===== src/rtl/pp_interp_pkg.sv =====
package pp_interp_pkg;

   // Default Q1.15 prototype; h[j] occupies bits [16*j +: 16].
   // Listed here from h[7] down to h[0].
   localparam logic [127:0] PP_DEFAULT_COEFS = {
      16'd16384, 16'd8192, 16'd16384, 16'd24576,
      16'd32767, 16'd24576, 16'd16384, 16'd8192
   };

   function automatic int unsigned pp_clog2(input int unsigned v);
      int unsigned r;
      r = 0;
      while ((32'd1 << r) < v) r++;
      return (r == 0) ? 1 : r;
   endfunction

endpackage


===== src/rtl/pp_delay_line.sv =====
module pp_delay_line #(
   parameter int DATA_W = 16,
   parameter int DEPTH  = 2
) (
   input  logic                      clk,
   input  logic                      rst,
   input  logic                      shift_en,
   input  logic [DATA_W-1:0]         din,
   output logic [DEPTH*DATA_W-1:0]   taps_o
);

   logic [DATA_W-1:0] hist [DEPTH];

   always_ff @(posedge clk) begin
      if (rst) begin
         for (int i = 0; i < DEPTH; i++) hist[i] <= '0;
      end else if (shift_en) begin
         hist[0] <= din;
         for (int i = 1; i < DEPTH; i++) hist[i] <= hist[i-1];
      end
   end

   // On the accepting edge the phase-0 product must already see the new
   // sample, so the taps look one position ahead while shift_en is high.
   for (genvar t = 0; t < DEPTH; t++) begin : g_tap
      if (t == 0) begin : g_head
         assign taps_o[t*DATA_W +: DATA_W] = shift_en ? din : hist[0];
      end else begin : g_body
         assign taps_o[t*DATA_W +: DATA_W] = shift_en ? hist[t-1] : hist[t];
      end
   end

endmodule


===== src/rtl/pp_coef_mux.sv =====
module pp_coef_mux #(
   parameter int COEF_W = 16,
   parameter int PHASES = 4,
   parameter int TAPS   = 2,
   parameter int PH_W   = 2,
   parameter logic [PHASES*TAPS*COEF_W-1:0] COEFS = '0
) (
   input  logic [PH_W-1:0]          sel,
   output logic [TAPS*COEF_W-1:0]   coef_o
);

   // Tap t of phase p uses prototype coefficient h[p + PHASES*t].
   for (genvar t = 0; t < TAPS; t++) begin : g_tap
      logic [COEF_W-1:0] pick;
      always_comb begin
         pick = '0;
         for (int p = 0; p < PHASES; p++) begin
            if (sel == PH_W'(p)) pick = COEFS[(p + PHASES*t)*COEF_W +: COEF_W];
         end
      end
      assign coef_o[t*COEF_W +: COEF_W] = pick;
   end

endmodule


===== src/rtl/pp_mac_round_sat.sv =====
module pp_mac_round_sat #(
   parameter int DATA_W = 16,
   parameter int COEF_W = 16,
   parameter int TAPS   = 2,
   parameter int FRAC_W = 15,
   parameter int OUT_W  = 16,
   parameter int ACC_W  = 34
) (
   input  logic [TAPS*DATA_W-1:0]   taps_i,
   input  logic [TAPS*COEF_W-1:0]   coefs_i,
   output logic [OUT_W-1:0]         y_o
);

   localparam logic signed [ACC_W-1:0] SAT_HI = {{(ACC_W-OUT_W+1){1'b0}}, {(OUT_W-1){1'b1}}};
   localparam logic signed [ACC_W-1:0] SAT_LO = {{(ACC_W-OUT_W+1){1'b1}}, {(OUT_W-1){1'b0}}};

   logic signed [ACC_W-1:0] acc;
   logic signed [ACC_W-1:0] scaled;

   always_comb begin
      logic signed [DATA_W-1:0] d;
      logic signed [COEF_W-1:0] c;
      acc = '0;
      for (int t = 0; t < TAPS; t++) begin
         d   = taps_i[t*DATA_W +: DATA_W];
         c   = coefs_i[t*COEF_W +: COEF_W];
         acc = acc + (ACC_W'(d) * ACC_W'(c));
      end
   end

   if (FRAC_W > 0) begin : g_round
      localparam logic signed [ACC_W-1:0] HALF = ACC_W'(1) <<< (FRAC_W-1);
      assign scaled = (acc + HALF) >>> FRAC_W;
   end else begin : g_plain
      assign scaled = acc;
   end

   always_comb begin
      if (scaled > SAT_HI)      y_o = SAT_HI[OUT_W-1:0];
      else if (scaled < SAT_LO) y_o = SAT_LO[OUT_W-1:0];
      else                      y_o = scaled[OUT_W-1:0];
   end

endmodule


===== src/rtl/polyphase_interp4.sv =====
module polyphase_interp4 #(
   parameter int DATA_W = 16,
   parameter int COEF_W = 16,
   parameter int PHASES = 4,
   parameter int TAPS   = 2,
   parameter int FRAC_W = 15,
   parameter int OUT_W  = 16,
   parameter logic [PHASES*TAPS*COEF_W-1:0] COEFS = pp_interp_pkg::PP_DEFAULT_COEFS,
   localparam int PH_W  = pp_interp_pkg::pp_clog2(PHASES)
) (
   input  logic               clk,
   input  logic               rst,
   input  logic               in_valid,
   input  logic [DATA_W-1:0]  in_data,
   output logic               in_ready,
   output logic               out_valid,
   output logic [PH_W-1:0]    out_phase,
   output logic [OUT_W-1:0]   out_data
);

   localparam int ACC_W = DATA_W + COEF_W + pp_interp_pkg::pp_clog2(TAPS) + 1;
   localparam logic [PH_W-1:0] LAST_PH = PH_W'(PHASES - 1);

   if (PHASES < 2)        begin : g_chk_ph  $error("PHASES must be at least 2"); end
   if (TAPS < 1)          begin : g_chk_tp  $error("TAPS must be at least 1"); end
   if (FRAC_W >= ACC_W)   begin : g_chk_fr  $error("FRAC_W too large for accumulator"); end
   if (OUT_W + FRAC_W > ACC_W) begin : g_chk_ow  $error("OUT_W too large for accumulator"); end

   logic [PH_W-1:0]          ph_q;
   logic                     accept;
   logic [TAPS*DATA_W-1:0]   taps;
   logic [TAPS*COEF_W-1:0]   coefs;
   logic [OUT_W-1:0]         y;

   assign in_ready = (ph_q == '0);
   assign accept   = in_valid && in_ready;

   always_ff @(posedge clk) begin
      if (rst)              ph_q <= '0;
      else if (accept)      ph_q <= PH_W'(1);
      else if (ph_q != '0)  ph_q <= (ph_q == LAST_PH) ? '0 : ph_q + PH_W'(1);
   end

   pp_delay_line #(.DATA_W(DATA_W), .DEPTH(TAPS)) u_hist (
      .clk      (clk),
      .rst      (rst),
      .shift_en (accept),
      .din      (in_data),
      .taps_o   (taps)
   );

   pp_coef_mux #(
      .COEF_W(COEF_W), .PHASES(PHASES), .TAPS(TAPS), .PH_W(PH_W), .COEFS(COEFS)
   ) u_coef (
      .sel    (ph_q),
      .coef_o (coefs)
   );

   pp_mac_round_sat #(
      .DATA_W(DATA_W), .COEF_W(COEF_W), .TAPS(TAPS),
      .FRAC_W(FRAC_W), .OUT_W(OUT_W), .ACC_W(ACC_W)
   ) u_mac (
      .taps_i  (taps),
      .coefs_i (coefs),
      .y_o     (y)
   );

   always_ff @(posedge clk) begin
      if (rst) begin
         out_valid <= 1'b0;
         out_phase <= '0;
         out_data  <= '0;
      end else begin
         out_valid <= accept || (ph_q != '0);
         out_phase <= ph_q;
         out_data  <= y;
      end
   end

endmodule


===== config.mk =====
export PLATFORM = sky130hd
export DESIGN_NAME = polyphase_interp4
export DESIGN_NICKNAME = d
export VERILOG_FILES = /design/src/rtl/pp_interp_pkg.sv /design/src/rtl/pp_delay_line.sv /design/src/rtl/pp_coef_mux.sv /design/src/rtl/pp_mac_round_sat.sv /design/src/rtl/polyphase_interp4.sv
export SDC_FILE = /design/constraint.sdc
export NUM_CORES = 1
export LEC_CHECK = 0
export BUFFER_PORTS_ARGS = -buffer_cell sky130_fd_sc_hd__buf_2
export CAP_MARGIN = 5
export CORE_MARGIN = 8
export CORE_UTILIZATION = 60
export CTS_BUF_LIST = sky130_fd_sc_hd__clkbuf_16
export CTS_CLUSTER_DIAMETER = 40
export DETAILED_ROUTE_END_ITERATION = 8
export PLACE_DENSITY = 0.8
export SLEW_MARGIN = 20
export SYNTH_ARGS = -nofsm -noshare
export SYNTH_HDL_FRONTEND = slang
export SYNTH_SLANG_ARGS = --single-unit
export TNS_END_PERCENT = 5

===== constraint.sdc =====
create_clock -name clk -period 12.9 [get_ports clk]
set_input_delay 0 -clock clk [delete_from_list [all_inputs] [get_ports clk]]
set_output_delay 0 -clock clk [all_outputs]
set_load 0.005 [all_outputs]

* Yosys cells after proc, flatten, opt, wreduce, memory -nomap -nowiden *
Memory sizes are Yosys's and may differ from the RTL's.
Cells that the tools add are included.

storage, ports and cells
  memories = 1
  memory bits (writable) = 32
  register bits = 21
  word-level logic and storage cells = 48
  input bits = 19
  output and inout bits = 20

memories
  memory       depth  bits a word  rd ports  clocked after Yosys merged registers in  wr ports  line                 source
  u_hist.hist  2      16           2         0                                        2         pp_delay_line.sv:12  logic [DATA_W-1:0] hist [DEPTH];

operators by class
  eq/ne operators = 3
  bitwise logic cells = 2
  reduce and logical (&&, ||, !) cells = 7
  muxes and demuxes = 22
  add/subtract/negate cells = 3
  $lt $le $gt $ge = 2
  $mul = 2

operators with widths
  cell                                                   number
  two-way mux 15 bit                                     8
  two-way mux 16 bit                                     5
  multiplier 16 x 16 -> 32 bit                           2
  adder 34 x 16 -> 34 bit (second input constant)        1
  adder 34 bit                                           1
  > comparator 19 x 16 -> 1 bit (second input constant)  1
  < comparator 19 x 16 -> 1 bit (second input constant)  1
  two-way mux 14 bit                                     1
  two-way mux 1 bit                                      7
  == test 2 bit (second input constant)                  2
  nonzero test 2 bit                                     2
  OR reduction 2 bit                                     2
  adder 2 x 1 -> 2 bit (second input constant)           1
  == test 2 x 1 -> 1 bit (second input constant)         1
  logical NOT 2 bit                                      1
  two-way mux 2 bit                                      1
  OR 1 bit                                               2
  logical AND 1 bit                                      1
  logical OR 1 bit                                       1

* Logic depth before layout (Yosys ltp) *
Gate-level depths: netlist of run 1.

  word-level depth = 11
  mapped depth = 42

* Hierarchy *
A second synthesis of run 1 with hierarchy kept.

second synthesis, totals
  cell total of the unflattened synthesis = 2,350
  area total of the unflattened synthesis = 22,953.3 sq um

by module, submodules not included
  module             cells an instance  times used  area an instance (sq um)
  pp_mac_round_sat   2,156              1           20,355.8
  pp_delay_line      107                1           1,736.7
  polyphase_interp4  54                 1           624.3
  pp_coef_mux        33                 1           236.5

* Worst setup path before layout of run 1 *
No wires, ideal clock.

  path kind = reg-to-reg
  from = register ph_q[0]
  to = register out_data[12]
  setup slack = 3.035 ns
  required time = 12.813 ns
  clock period less this slack = 9.865 ns
  library setup time = 0.087 ns
  cell stages (with the launch flop) = 41
  path buffers = 2
  arrival = 9.778 ns
  cells stage by stage = dfxtp_1 inv_1 ha_1 nand2_2 buf_1 mux2i_1 xor2_1 and2_1 ha_1 inv_1 fa_1 inv_1 fa_1 inv_1 fa_1 inv_1 fa_1 inv_1 [... 5 more ...] nor4b_1 o31ai_1 a211oi_1 nor2_1 o41ai_1 xnor2_1 ha_1 ha_1 a21oi_1 nor2_1 a21oi_1 o31ai_2 a211o_1 a21oi_1 xnor2_1 a31oi_2 buf_4 o31ai_1

on the way
  longest elaborated chain between the ends = 11
  elaborated cells between the ends (all ways) = 23

ends and longest elaborated chain
  element                                                          line                     source
  start, declared                                                  polyphase_interp4.sv:29  logic [PH_W-1:0] ph_q;
  start signal, assigned                                           polyphase_interp4.sv:41  else if (ph_q != '0) ph_q <= (ph_q == LAST_PH) ? '0 : ph_q + PH_W'(1);
  logical NOT 2 bit *                                              polyphase_interp4.sv:35  assign in_ready = (ph_q == '0);
  via in_ready                                                     polyphase_interp4.sv:15  output logic in_ready,
  two-way mux 14 bit / two-way mux 15 bit (equally long branches)  pp_coef_mux.sv:18        if (sel == PH_W'(p)) pick = COEFS[(p + PHASES*t)*COEF_W +: COEF_W];
  two-way mux 15 bit (3 in series)                                 pp_coef_mux.sv:18
  multiplier 16 x 16 -> 32 bit                                     pp_mac_round_sat.sv:27   acc = acc + (ACC_W'(d) * ACC_W'(c));
  adder 34 bit *                                                   pp_mac_round_sat.sv:27
  adder 34 x 16 -> 34 bit *                                        pp_mac_round_sat.sv:33   assign scaled = (acc + HALF) >>> FRAC_W;
  < comparator 19 x 16 -> 1 bit                                    pp_mac_round_sat.sv:40   else if (scaled < SAT_LO) y_o = SAT_LO[OUT_W-1:0];
  two-way mux 16 bit                                               pp_mac_round_sat.sv:40
  two-way mux 15 bit *                                             pp_mac_round_sat.sv:39   if (scaled > SAT_HI) y_o = SAT_HI[OUT_W-1:0];
  end signal, assigned                                             polyphase_interp4.sv:76  out_data <= y;
  end, declared                                                    polyphase_interp4.sv:18  output logic [OUT_W-1:0] out_data

The timed path passes the listed nets; every way through them passes the cells marked *.
A chain may end at the register's enable or synchronous reset.

* Worst setup path in the final report of run 1 *
  from = register ph_q[0]
  to = register out_data[0]

on the way
  longest elaborated chain between the ends = 11
  elaborated cells between the ends (all ways) = 23

ends and longest elaborated chain
  element                                                          line
  logical NOT 2 bit                                                pp_coef_mux.sv:18, polyphase_interp4.sv:35
  two-way mux 14 bit / two-way mux 15 bit (equally long branches)  pp_coef_mux.sv:18
  two-way mux 15 bit (3 in series)                                 pp_coef_mux.sv:18
  multiplier 16 x 16 -> 32 bit                                     pp_mac_round_sat.sv:27
  adder 34 bit *                                                   pp_mac_round_sat.sv:27
  adder 34 x 16 -> 34 bit *                                        pp_mac_round_sat.sv:33
  < comparator 19 x 16 -> 1 bit                                    pp_mac_round_sat.sv:40
  two-way mux 16 bit                                               pp_mac_round_sat.sv:40
  two-way mux 15 bit *                                             pp_mac_round_sat.sv:39

Mark *: on every way between the ends. The rest lies on a longest branch, timed or not.

==> impl_metrics.tcl, run 1 <==
set metrics [dict create \
    slowest_stage "nand2_2" \
    initial_core_util_pct 60.4 \
    antenna_found_initial 0 \
    slowest_delay_ps 840 \
    drive_gt1_share_pct 5.97 \
    clock_skew_ps 4.20 \
    cts.clk_slew.worst_paths_ps 70 \
    syn_inst 1151 \
    status "complete, no violations" \
    layout_common_cells "220 x ha_1, 203 x inv_1, 148 x fa_1" \
    yosysSeqAreaShare_pct 12.3 \
    cts_max_level 2 \
    synthArstFlopShare_pct 0 \
    rows 50 \
    combinationalPowerShare_pct 78.6 \
    power.density_nw_per_um2 148 \
    period_needed_ps 11740 \
    die_area_um2 23300 \
    slew_violations 0 \
    nNetsFinal 1558 \
    drt_wl_total_mm 24.7 \
    grt_pass1_vias 8015 \
    n_fill_cell 1480 \
    dp_hpwl_mm 21.4 \
    synth_edf_count 32 \
    hold_class "input pin to flip-flop" \
    final_area_um2 11800 \
    gr-total-overflow 0 \
    crit_path_end_kind "flip-flop" \
    cts_buffers 5 \
    synth-warning-count 0 \
    syn-num-nets 1538 \
    rsz0062_at_grt "false" \
    clock-root-buffer "clkbuf_16" \
    hold_violations 0 \
    drcViolationCount 0 \
    share_seq_of_total_power_pct 13.5 \
    core-area_um2 18500 \
    power.switching_w 0.000895 \
    worstHoldPathCells 2 \
    cellLeakagePower_nw 6.59 \
    crit_type "flip-flop to flip-flop" \
    dp_worst_setup_slack_ps 1230 \
    cap_violations 0 \
    cts_tree "yes" \
    setup_slack_ps 1160 \
    postCtsSetupRepairBufs 0 \
    intPower_w 0.000848 \
    worstPathRequired_ps 13050 \
    slew_headroom_pct 24.6 \
    peakVddDrop_mv 0.0990 \
    path_max_fanout 34 \
    cts.path.max_buffers 2 \
    portBuffers 38 \
    synth_seq_cells 53 \
    p_sw_share_pct 51.3 \
    first_iter_violations 485 \
    tns_ps 0 \
    multi_input_area_um2 8900 \
    placed_area_um2 11500 \
    max_slew.worst_pin.slew_ps 1130 \
    cp_common_cell "inv_1" \
    rr_worst_depth 37 \
    final_util_pct 63.5 \
    clkPwrFrac_pct 7.9 \
    yosysUniqueCellTypes 61 \
    finalPower_w 0.00174 \
    ant_nets 0 \
    register_area_um2 1380 \
    layout_commonest_cell "ha_1" \
    fmax_mhz 85.2 \
    synth.cell_area_um2 11200 \
    diodes 0 \
    grt_pass1_wl_mm 40.1 \
    viasPerCell 5.69 \
    critical_path_arrival_ps 11890 \
    numClockSinks 53 \
    die_w_um 153 \
    wl_per_cell_um 17.6 \
    avgSynthCellArea_um2 9.72 \
    grt_usage_pct 21.4 \
    setup_viol 0 \
    grt_max_degree 40 \
    die_h_um 153 \
    via_count 7997 \
    finalCritPeriodShare_pct 91.0 \
    dr.pass1.iters 5 \
    synthFlopType "edfxtp_1" \
    critPathLaunchType "flip-flop" \
    pin_count 39 \
    globalplace.congestion 0.933 \
    synthToLayoutAreaGrowth_pct 5.03 \
    clk_latency_ps 300 \
]
per-stage QoR:
| stage | std cells | hold WS (ps) |
|---|---|---|
| 5_1_grt | 1406 | 11.9 |
| 3_3_place_gp | 1393 | 278 |
| 3_5_place_dp | 1393 | 282 |
| 6_report | 1406 | 6.71 |
| 2_1_floorplan | 1151 | 131 |
| 4_1_cts | 1406 | 4.10 |
per-layer routing:
layer | global-route usage [%] | up-vias | part of all wire (%)
met3 | 3.26 | 54 | 6.7
met4 | 8.25 | 0 | 3.7
li1 | - | 3816 | -
met5 | 0 | - | 0
met1 | 28.8 | 3859 | 43
met2 | 34.4 | 268 | 47
sequential cells by signal, indices dropped and copies added (netlist names):
| register | count |
|---|---|
| ph_q | 2 |
| out_data | 16 |
| u_hist.hist | 32 |
| out_valid | 1 |
| out_phase | 2 |
worst max-delay path, delay by kind of cell (launching register included):
kind	cells	cell delay, ps
and+or+nand+nor	6	2140
xor gates and xnor gates	2	340
muxes	1	770
adders and majority gates	10	4210
DFF	1	400
AOI/OAI and AO/OA	11	3210
buffers and inverters	7	500
cell usage after synthesis, drive strengths merged, types with 2 or more instances:
cell type | number | area (µm²)
a2111oi | 3 | 26.3
a211o | 4 | 35.0
a211oi | 5 | 37.5
a21boi | 6 | 45.1
a21o | 10 | 75.1
a21oi | 41 | 213
a31oi | 7 | 65.1
and2 | 42 | 263
and3 | 2 | 13.8
buf | 11 | 71.3
clkbuf | 22 | 82.6
dfxtp | 21 | 420
edfxtp | 32 | 961
fa | 148 | 2960
ha | 220 | 2750
inv | 204 | 766
maj3 | 3 | 30.0
mux2i | 35 | 350
nand2 | 34 | 130
nand2b | 10 | 62.6
nand3 | 7 | 35.0
nand4 | 4 | 25.0
nor2 | 99 | 372
nor2b | 19 | 119
nor3 | 11 | 55.1
o211ai | 3 | 22.5
o21a | 8 | 60.1
o21ai | 28 | 144
o21bai | 7 | 56.3
o31a | 2 | 17.5
o31ai | 16 | 130
o41ai | 3 | 33.8
or2 | 3 | 18.8
or3 | 2 | 12.5
or4 | 2 | 18.8
xnor2 | 44 | 393
xor2 | 25 | 219
timing repair:
item                      CTS  global route
resized for setup           0             0
hold endpoints to repair    5             0
hold buffers                5             0
worst paths after layout:
| check | startpoint | endpoint | slack [ps] |
|---|---|---|---|
| setup / recovery | ph_q[0] | out_data[0] | 1160 |
| hold / removal | in_data[3] | u_hist.hist[0][3] | 7 |
| setup reg to reg | ph_q[0] | out_data[0] | 1160 |
| hold reg to reg | ph_q[1] | out_phase[1] | 600 |
cell families after synthesis:
| logic type | after synthesis | synth area share [%] |
|---|---|---|
| AND/OR/NAND/NOR | 237 | 10.2 |
| buffers and inverters | 237 | 8.22 |
| XOR/XNOR | 69 | 5.47 |
| multiplexers | 35 | 3.13 |
| flip-flops | 53 | 12.3 |
| adder cells (fa/ha/maj) | 371 | 51.4 |
| AO/OA/AOI/OAI | 149 | 9.28 |
power by group through the flow:
stage	clock (W)	combinational, W	sequential, W
2_1_floorplan	0	0.00106	0.000237
3_3_place_gp	0	0.00132	0.000239
3_5_place_dp	0	0.00136	0.000239
4_1_cts	0.000139	0.00137	0.000235
5_1_grt	0.000145	0.00154	0.000238
6_report	0.000138	0.00137	0.000236
layout make-up:
cell class / count / share of cell area, %
clock buffer: 5 / 1.06
tap: 234 / 2.49
clock inverter: 3 / 0.224
multi-input combinational: 861 / 75.7
sequential: 53 / 11.8
inverter: 204 / 6.52
timing repair buffer: 46 / 2.24
Power figures use the tool's default switching activity.
==> run 2, diff against run 1 <==
--- a/config.mk
+++ b/config.mk
@@ -7,7 +7,7 @@
 export LEC_CHECK = 0
 export BUFFER_PORTS_ARGS = -buffer_cell sky130_fd_sc_hd__buf_2
 export CAP_MARGIN = 5
-export CORE_MARGIN = 8
+export CORE_MARGIN = 4
 export CORE_UTILIZATION = 60
 export CTS_BUF_LIST = sky130_fd_sc_hd__clkbuf_16
 export CTS_CLUSTER_DIAMETER = 40
==> run 2 against run 1 <==
Global-route usage increased by 3.3 points. Critical path depth increased by 1. Power increased by 0.15%. Core utilization increased by 1.1 points. Setup slack about the same. Design area decreased by 0.35%. Via count increased by 0.20%. First-iteration DRC count increased by 12%. Critical endpoint unchanged. Largest cell class unchanged. Highest routed layer unchanged.
==> impl_metrics.tcl, run 2 (same netlist as run 1, synthesis figures left out) <==
set metrics [dict create \
    reg2reg_to "out_data[0]" \
    portBuffers 38 \
    power.density_nw_per_um2 149 \
    critPathLaunchType "flip-flop" \
    postCtsSetupRepairBufs 0 \
    largestRegisters "u_hist.hist x32, out_data x16" \
    rows 49 \
    rsz0062_at_grt "false" \
    numClockSinks 53 \
    cts_tree "yes" \
    max_slew.worst_pin.slew_ps 1120 \
    drcViolationCount 0 \
    worstPathRequired_ps 13050 \
    initial_core_util_pct 61.7 \
    fin_cells 1398 \
    hold_violations 0 \
    ant_nets 0 \
    first_iter_violations 545 \
    cts_max_level 2 \
    pin_count 39 \
    layout_common_cells "220 x ha_1, 203 x inv_1, 148 x fa_1" \
    r2r_start "ph_q[0]" \
    clk_latency_ps 300 \
    synthToLayoutAreaGrowth_pct 4.66 \
    diodes 0 \
    slowest_stage "nand2_2" \
    antenna_found_initial 0 \
    n_fill_cell 1436 \
    peakVddDrop_mv 0.123 \
    die_w_um 145 \
    critical_path_arrival_ps 11890 \
    dp_hpwl_mm 21.2 \
    finalPower_w 0.00175 \
    clock-root-buffer "clkbuf_16" \
    postCtsHoldBufs 1 \
    top_register "u_hist.hist" \
    via_count 8013 \
    drt_wl_total_mm 24.4 \
    grt_max_degree 35 \
    min_to "u_hist.hist[0][5]" \
    hold_class "input pin to flip-flop" \
    grt_pass1_wl_mm 40.6 \
    grt_pass1_vias 8197 \
    cellLeakagePower_nw 6.58 \
    status "complete, no violations" \
    setup_viol 0 \
    die_h_um 145 \
    worstHoldPathCells 2 \
    viasPerCell 5.73 \
    cp_top_family "compound AO/OA/AOI/OAI gates" \
    die_area_um2 20900 \
    path_buf_inv 6 \
    nNetsFinal 1555 \
    drive_gt1_share_pct 5.99 \
    fmax_mhz 85.2 \
    crit_type "flip-flop to flip-flop" \
    core-area_um2 18100 \
    globalplace.congestion 0.991 \
    hold_start "in_data[5]" \
    cts.clk_slew.worst_paths_ps 70 \
    worst-r2r-setup-slack_ps 1160 \
    period_needed_ps 11740 \
    final_util_pct 64.5 \
    rr_worst_depth 38 \
    slew_violations 0 \
    crit_path_end_kind "flip-flop" \
    clock_skew_ps 8.10 \
    cts-resized-gates 0 \
    tns_ps 0 \
    gr-total-overflow 0 \
    cts.path.max_buffers 2 \
    slew_headroom_pct 24.7 \
    wl_per_cell_um 17.4 \
    slowest_delay_ps 840 \
    layout_commonest_cell "ha_1" \
    dp_cells 1389 \
    largest_register_ffs 32 \
    finalCritPeriodShare_pct 91.0 \
    grt_usage_pct 24.8 \
    path_max_fanout 34 \
    dr.pass1.iters 5 \
    cap_violations 0 \
    cts_buffers 5 \
]
run 2: layer usage:
| layer | GRT usage [%] | part of all wire (%) | up-vias |
|---|---|---|---|
| li1 | - | - | 3812 |
| met1 | 34.8 | 43 | 3906 |
| met2 | 40.4 | 47 | 255 |
| met3 | 4.70 | 7.6 | 40 |
| met4 | 5.06 | 1.8 | 0 |
| met5 | 0 | 0 | - |
run 2: worst max-delay path by stage:
stage | from | end | slack, ps | cells after the start
2_1_floorplan | ph_q[0] | out_data[12] | 3030 | 40
3_3_place_gp | ph_q[0] | out_data[0] | 1650 | 37
3_5_place_dp | ph_q[0] | out_data[0] | 1260 | 38
4_1_cts | ph_q[0] | out_data[0] | 1220 | 38
5_1_grt | ph_q[0] | out_data[0] | 60 | 38
6_report | ph_q[0] | out_data[0] | 1160 | 38
run 2: layout make-up:
class,instances,area [µm²],area share [%]
Multi-Input combinational cell,861,8890,76.0
Clock inverter,3,26.3,0.224
Clock buffer,5,125,1.07
Sequential cell,53,1380,11.8
Inverter,204,766,6.54
Tap cell,229,287,2.45
Timing Repair Buffer,43,230,1.97
run 2: power by group:
| part | internal (W) | switching (W) | total [W] |
|---|---|---|---|
| logic | 0.000552 | 0.000818 | 0.00137 |
| registers | 0.000221 | 0.0000152 | 0.000236 |
| clock network | 0.0000734 | 0.0000663 | 0.000140 |
run 2: through the flow:
step	cell area [µm²]	setup WS (ps)	hold WS, ps
finish	11700	1160	5.54
global route	11700	62.8	7.88
CTS	11700	1220	1.99
detailed placement	11500	1260	276
global placement	11500	1650	277
floorplan	11200	3030	131
